### src/rtl/stb_pkg.sv
package stb_pkg;
  // Outcome of one drain cycle.
  typedef enum logic [1:0] {
    DRN_NONE  = 2'd0,
    DRN_WRITE = 2'd1,
    DRN_MISS  = 2'd2
  } drn_kind_e;

  localparam int WORD_LSB = 2;  // byte offset bits below the word
  localparam int LINE_LSB = 4;  // 16-byte lines, 4 words
endpackage

### src/rtl/stb_fifo.sv
module stb_fifo #(
  parameter int DEPTH = 4,
  parameter int AW    = 32,
  parameter int DW    = 32,
  localparam int PW   = $clog2(DEPTH),
  localparam int CW   = PW + 1
) (
  input  logic          clk,
  input  logic          rst_n,
  input  logic          push,
  input  logic [AW-1:0] push_addr,
  input  logic [DW-1:0] push_data,
  input  logic          pop,
  output logic          full,
  output logic          empty,
  output logic [AW-1:0] head_addr,
  output logic [DW-1:0] head_data,
  output logic [AW-1:0] slot_addr [DEPTH],
  output logic [DW-1:0] slot_data [DEPTH],
  output logic [PW-1:0] rd_slot,
  output logic [CW-1:0] occupancy
);
  logic [CW-1:0] wr_ptr_q, wr_ptr_d;
  logic [CW-1:0] rd_ptr_q, rd_ptr_d;
  logic [AW-1:0] addr_q [DEPTH];
  logic [DW-1:0] data_q [DEPTH];
  logic          do_push, do_pop;

  assign occupancy = wr_ptr_q - rd_ptr_q;
  assign full      = (occupancy == CW'(DEPTH));
  assign empty     = (occupancy == '0);
  assign do_push   = push && !full;
  assign do_pop    = pop && !empty;
  assign rd_slot   = rd_ptr_q[PW-1:0];
  assign head_addr = addr_q[rd_slot];
  assign head_data = data_q[rd_slot];

  always_comb begin
    wr_ptr_d = wr_ptr_q;
    rd_ptr_d = rd_ptr_q;
    if (do_push) wr_ptr_d = wr_ptr_q + CW'(1);
    if (do_pop)  rd_ptr_d = rd_ptr_q + CW'(1);
  end

  always_ff @(posedge clk or negedge rst_n) begin
    if (!rst_n) begin
      wr_ptr_q <= '0;
      rd_ptr_q <= '0;
    end else begin
      wr_ptr_q <= wr_ptr_d;
      rd_ptr_q <= rd_ptr_d;
    end
  end

  // Entry storage carries no reset; writes are clock-enabled per slot.
  for (genvar g = 0; g < DEPTH; g++) begin : g_slot
    logic wen;
    assign wen = do_push && (wr_ptr_q[PW-1:0] == PW'(g));
    always_ff @(posedge clk) begin
      if (wen) begin
        addr_q[g] <= push_addr;
        data_q[g] <= push_data;
      end
    end
    assign slot_addr[g] = addr_q[g];
    assign slot_data[g] = data_q[g];
  end


  occupancy_bound_chk: assert property (@(posedge clk) disable iff (!rst_n)
    occupancy <= CW'(DEPTH));

  full_holds_chk: assert property (@(posedge clk) disable iff (!rst_n)
    (full && !pop) |=> full);
endmodule

### src/rtl/stb_search.sv
module stb_search #(
  parameter int DEPTH = 4,
  parameter int AW    = 32,
  parameter int DW    = 32,
  localparam int PW   = $clog2(DEPTH),
  localparam int CW   = PW + 1
) (
  input  logic [AW-1:0] slot_addr [DEPTH],
  input  logic [DW-1:0] slot_data [DEPTH],
  input  logic [PW-1:0] rd_slot,
  input  logic [CW-1:0] occupancy,
  input  logic          q_valid,
  input  logic [AW-1:0] q_addr,
  output logic          q_hit,
  output logic [DW-1:0] q_data
);
  import stb_pkg::*;

  // Walk from oldest to youngest; a later match overrides an earlier one.
  always_comb begin
    logic [PW-1:0] s;
    q_hit  = 1'b0;
    q_data = '0;
    for (int age = 0; age < DEPTH; age++) begin
      s = rd_slot + PW'(age);
      if (q_valid && (CW'(age) < occupancy) &&
          (slot_addr[s][AW-1:WORD_LSB] == q_addr[AW-1:WORD_LSB])) begin
        q_hit  = 1'b1;
        q_data = slot_data[s];
      end
    end
  end
endmodule

### src/rtl/stb_drain.sv
module stb_drain #(
  parameter int AW    = 32,
  parameter int DW    = 32,
  parameter int IDX_W = 6
) (
  input  logic             have_entry,
  input  logic             miss_idle,
  input  logic             load_lock,
  input  logic             cache_hit,
  input  logic [AW-1:0]    head_addr,
  output logic             fire,
  output stb_pkg::drn_kind_e kind,
  output logic [IDX_W-1:0] index,
  output logic [1:0]       woff
);
  import stb_pkg::*;

  // A load in this cycle locks the cache port against the drain.
  assign fire  = have_entry && miss_idle && !load_lock;
  assign index = head_addr[LINE_LSB +: IDX_W];
  assign woff  = head_addr[LINE_LSB-1:WORD_LSB];

  always_comb begin
    kind = DRN_NONE;
    if (fire) kind = cache_hit ? DRN_WRITE : DRN_MISS;
  end
endmodule

### src/rtl/store_fwd_buffer.sv
module store_fwd_buffer #(
  parameter int DEPTH = 4,
  parameter int AW    = 32,
  parameter int DW    = 32,
  parameter int IDX_W = 6,
  localparam int PW   = $clog2(DEPTH),
  localparam int CW   = PW + 1
) (
  input  logic             clk,
  input  logic             rst_n,
  input  logic             st_valid,
  input  logic [AW-1:0]    st_addr,
  input  logic [DW-1:0]    st_data,
  output logic             st_ready,
  input  logic             ld_valid,
  input  logic [AW-1:0]    ld_addr,
  output logic             ld_hit,
  output logic [DW-1:0]    ld_data,
  input  logic             miss_idle,
  input  logic             drn_hit,
  output logic             drn_fire,
  output logic [AW-1:0]    drn_addr,
  output logic [DW-1:0]    drn_data,
  output logic             wr_en,
  output logic [IDX_W-1:0] wr_index,
  output logic [1:0]       wr_woff,
  output logic             miss_start
);
  import stb_pkg::*;

  logic          full, empty;
  logic [AW-1:0] slot_addr [DEPTH];
  logic [DW-1:0] slot_data [DEPTH];
  logic [PW-1:0] rd_slot;
  logic [CW-1:0] occupancy;
  drn_kind_e     kind;

  stb_fifo #(.DEPTH(DEPTH), .AW(AW), .DW(DW)) u_fifo (
    .clk       (clk),
    .rst_n     (rst_n),
    .push      (st_valid),
    .push_addr (st_addr),
    .push_data (st_data),
    .pop       (drn_fire),
    .full      (full),
    .empty     (empty),
    .head_addr (drn_addr),
    .head_data (drn_data),
    .slot_addr (slot_addr),
    .slot_data (slot_data),
    .rd_slot   (rd_slot),
    .occupancy (occupancy)
  );

  stb_search #(.DEPTH(DEPTH), .AW(AW), .DW(DW)) u_search (
    .slot_addr (slot_addr),
    .slot_data (slot_data),
    .rd_slot   (rd_slot),
    .occupancy (occupancy),
    .q_valid   (ld_valid),
    .q_addr    (ld_addr),
    .q_hit     (ld_hit),
    .q_data    (ld_data)
  );

  stb_drain #(.AW(AW), .DW(DW), .IDX_W(IDX_W)) u_drain (
    .have_entry (!empty),
    .miss_idle  (miss_idle),
    .load_lock  (ld_valid),
    .cache_hit  (drn_hit),
    .head_addr  (drn_addr),
    .fire       (drn_fire),
    .kind       (kind),
    .index      (wr_index),
    .woff       (wr_woff)
  );

  assign st_ready   = !full;
  assign wr_en      = (kind == DRN_WRITE);
  assign miss_start = (kind == DRN_MISS);


  drain_needs_entry_chk: assert property (@(posedge clk) disable iff (!rst_n)
    drn_fire |-> !empty);

  load_blocks_drain_chk: assert property (@(posedge clk) disable iff (!rst_n)
    ld_valid |-> !drn_fire);

  busy_miss_blocks_chk: assert property (@(posedge clk) disable iff (!rst_n)
    !miss_idle |-> !drn_fire);

  write_miss_excl_chk: assert property (@(posedge clk) disable iff (!rst_n)
    $countones({wr_en, miss_start}) <= 1);

  empty_no_hit_chk: assert property (@(posedge clk) disable iff (!rst_n)
    empty |-> !ld_hit);
endmodule

### config.mk
export PLATFORM = sky130hd
export DESIGN_NAME = store_fwd_buffer
export DESIGN_NICKNAME = d
export VERILOG_FILES = /design/src/rtl/stb_pkg.sv /design/src/rtl/stb_fifo.sv /design/src/rtl/stb_search.sv /design/src/rtl/stb_drain.sv /design/src/rtl/store_fwd_buffer.sv
export SDC_FILE = /design/constraint.sdc
export NUM_CORES = 1
export LEC_CHECK = 0
export BUFFER_PORTS_ARGS = -buffer_cell sky130_fd_sc_hd__buf_4
export CORE_AREA = 2 2 190 192
export DETAILED_ROUTE_END_ITERATION = 7
export DIE_AREA = 0 0 192 194
export GPL_TIMING_DRIVEN = 0
export MAX_ROUTING_LAYER = met4
export PLACE_DENSITY = 0.69
export SETUP_SLACK_MARGIN = 0.3
export SLEW_MARGIN = 10
export SYNTH_ARGS = -nofsm -noshare
export SYNTH_HDL_FRONTEND = slang
export SYNTH_SLANG_ARGS = --single-unit
### constraint.sdc
create_clock -name clk -period 9.05 [get_ports clk]
set_clock_uncertainty 0.05 [all_clocks]
set_input_delay 1.3575 -clock clk [delete_from_list [all_inputs] [get_ports clk]]
set_output_delay 1.3575 -clock clk [all_outputs]
set_load 0.02 [all_outputs]
==> results.sh <==
export IMPL_outcome="completed"
export IMPL_io_pins=211
export IMPL_layout_worst_path_cycle_share_pct=79.92
export IMPL_grt_max_degree=50
export IMPL_ys_ff_latch=262
export IMPL_cts_buffer_depth=3
export IMPL_p_leak_nw=7.217
export IMPL_peakVddDrop_mv=0.2771
export IMPL_worstReg2RegStart="u_fifo.rd_ptr_q[1]"
export IMPL_post_cts_resized=0
export IMPL_cts_tree="built"
export IMPL_end_kind="output port"
export IMPL_ant_nets=0
export IMPL_period_needed_ns=7.233
export IMPL_clockRootBuffer="clkbuf_16"
export IMPL_post_cts_setup_buffer_count=0
export IMPL_postSynth_asyncResetShare_pct=2.290
export IMPL_crit_start="u_fifo.rd_ptr_q[1]"
export IMPL_p_per_area_mw_per_mm2=406.1
export IMPL_use_met3_pct=6.606
export IMPL_drc_errors=0
export IMPL_cts_sinks=262
export IMPL_rows=69
export IMPL_gp_congestion=0.9995
export IMPL_crit_family="buffers and inverters"
export IMPL_placed_cells=1756
export IMPL_grt_usage_pct=30.69
export IMPL_holdWs_ns=0.4720
export IMPL_grt_pass1_vias=12050
export IMPL_post_dp_hpwl_mm=39.43
export IMPL_synth_main_ff_cell="edfxtp_1"
export IMPL_start_util_pct=49.25
export IMPL_rsz0062_at_grt="false"
export IMPL_critPathSlowestCell="clkbuf_1"
export IMPL_final_common_cell="edfxtp_1"
export IMPL_hold_buffers=0
export IMPL_crit_chain="buf_2 > clkbuf_1 > buf_2 > mux4_2 > xnor2_1 > nand3_1 > nor4_1 > o2111ai_1 > nor2_1 > buf_2 > a221oi_1 > o22ai_1 > buf_4"
export IMPL_wire_per_inst_um=30.46
export IMPL_netlist_area_sq_mm=0.01735
export IMPL_syn_num_nets=1207
export IMPL_clkTransAtPathRegs_ns=0.06
export IMPL_hp_class="reg -> reg"
export IMPL_ys_types=62
export IMPL_layoutNonFillerInstCount=1812
export IMPL_drive_gt1_share_pct=40.99
export IMPL_maxSlewViolCount=0
export IMPL_vias_per_cell=6.858
export IMPL_grt_use_met2_pct=44.47
export IMPL_routed_wl_mm=55.19
export IMPL_grt_overflow=0
export IMPL_clk_latency_ns=0.58
export IMPL_setup_violations=0
export IMPL_antenna_found_initial=2
export IMPL_synth_edff_count=256
export IMPL_firstDrtPassIters=5
export IMPL_path_max_fanout=10
export IMPL_crit_buf_inv=5
export IMPL_hold_viol_final=0
export IMPL_most_common_layout_cells="256 x edfxtp_1, 219 x buf_4, 218 x mux4_2"
export IMPL_cap_violations=0
export IMPL_use_met1_pct=44.90
export IMPL_cts_htree_levels=1
export IMPL_cts_buffers=29
export IMPL_areaGrowthSynthToFinish_pct=18.24
export IMPL_die_w_um=192
export IMPL_yosys_warnings=0
export IMPL_hold_start="u_fifo.wr_ptr_q[2]"
export IMPL_busiest_layer="met1"
export IMPL_power_mw=8.331
export IMPL_vias=12430
export IMPL_synthCells=1098
export IMPL_regArea_sq_mm=0.007838
export IMPL_crit_path_frequent_cell="buf_2"
export IMPL_first_iter_violations=1787
export IMPL_arrival_ns=5.83
export IMPL_final_nets=1435
export IMPL_die_area_sq_mm=0.03725
export IMPL_grt_pass1_wl_mm=80.64
export IMPL_multiInputGateArea_sq_mm=0.008673
export IMPL_start_kind="flip-flop"
export IMPL_port_buffers=193
export IMPL_coreArea_sq_mm=0.03522
export IMPL_die_height_um=194
export IMPL_max_slew_margin_pct=29.73
export IMPL_fmax_mhz=138.3
export IMPL_syn_area_per_cell_sq_um=15.80
export IMPL_fillers=2750
export IMPL_slowest_delay_ns=0.84
export IMPL_fin_setup_tns_ns=0
export IMPL_critPathKind="reg -> out"
export IMPL_synth_seq_area_share_pct=45.18
export IMPL_crit_required_ns=7.64
export IMPL_post_route_util_pct=58.23
export IMPL_worstMarginPinSlew_ns=1.054
-- where the power goes --
group          leakage, nW  switching (mW)  total, mW  internal (mW)
sequential            2.42           0.240       1.93           1.69
combinational         4.31            2.78       5.17           2.39
clock                0.490           0.515       1.23          0.712
-- synthesized netlist by cell type, drive strengths merged (4+ instances only) --
master   number  area share [%]
mux4        218              28
mux2         10            0.65
nand3         6            0.17
edfxtp      256              44
a22o          4            0.20
nand4        16            0.58
xnor2        76             3.8
xor2         32             1.6
nor2         17            0.37
a21oi         9            0.26
o21a         21            0.91
o22ai        17            0.61
buf          85             3.5
nor3          4            0.12
nand2        25            0.54
a2111oi       7            0.40
nor4          9            0.32
a221oi       17            0.86
o21ai        21            0.61
clkbuf       23            0.50
dfrtp         6            0.87
mux2i        95             5.5
inv          45            0.97
and3          4            0.14
a211oi        4            0.17
o221ai       24             1.2
and2          4            0.14
ha            6            0.43
-- state kept, by name, indices dropped and copies added, names as in the netlist --
name and flops:
u_fifo.rd_ptr_q 3, u_fifo.wr_ptr_q 3, u_fifo.addr_q 128, u_fifo.data_q 128
-- kinds of logic after synthesis --
logic type	count (synthesis)	synth area share, %
AO/OA/AOI/OAI	149	6.498
XOR/XNOR	109	5.582
adder cells (fa/ha/maj)	7	0.5481
buffers and inverters	153	4.940
flip-flops	262	45.18
multiplexers	323	34.43
AND/OR/NAND/NOR	95	2.820
-- final cells by class --
| cell class | count | area share (%) |
|---|---|---|
| diodes | 2 | 0.02440 |
| plain buffers | 108 | 3.355 |
| clock buffers | 30 | 3.556 |
| clock inverters | 24 | 1.336 |
| inverters | 45 | 0.8235 |
| multi-input cells | 683 | 42.28 |
| flip-flops and latches | 262 | 38.21 |
| well taps | 461 | 2.812 |
| repair buffers | 197 | 7.600 |
-- routing by layer --
metal / wire length (um) / share of wire [%]
met1: 22120 / 40
met3: 6804 / 12
met5: 0 / 0
met2: 25010 / 45
met4: 1254 / 2.3
-- final timing paths --
| kind | endpoint | slack, ns | cells past startpoint |
|---|---|---|---|
| max | ld_data[29] | 1.82 | 13 |
| min | u_fifo.wr_ptr_q[2] | 0.47 | 1 |
| max reg2reg | u_fifo.rd_ptr_q[1] | 5.15 | 8 |
| min reg2reg | u_fifo.wr_ptr_q[2] | 0.47 | 1 |
| max in group asynchronous | u_fifo.wr_ptr_q[1] | 8.30 | 1 |
| min in group asynchronous | u_fifo.wr_ptr_q[0] | 0.52 | 1 |
-- through the flow --
step	area, sq um	worst slack, ns
2_1_floorplan	17350	4.096
3_3_place_gp	19370	2.602
5_1_grt	20510	1.742
6_report	20510	1.817
3_5_place_dp	19500	2.629
4_1_cts	20510	1.956
(Power assumes the default switching activity.)
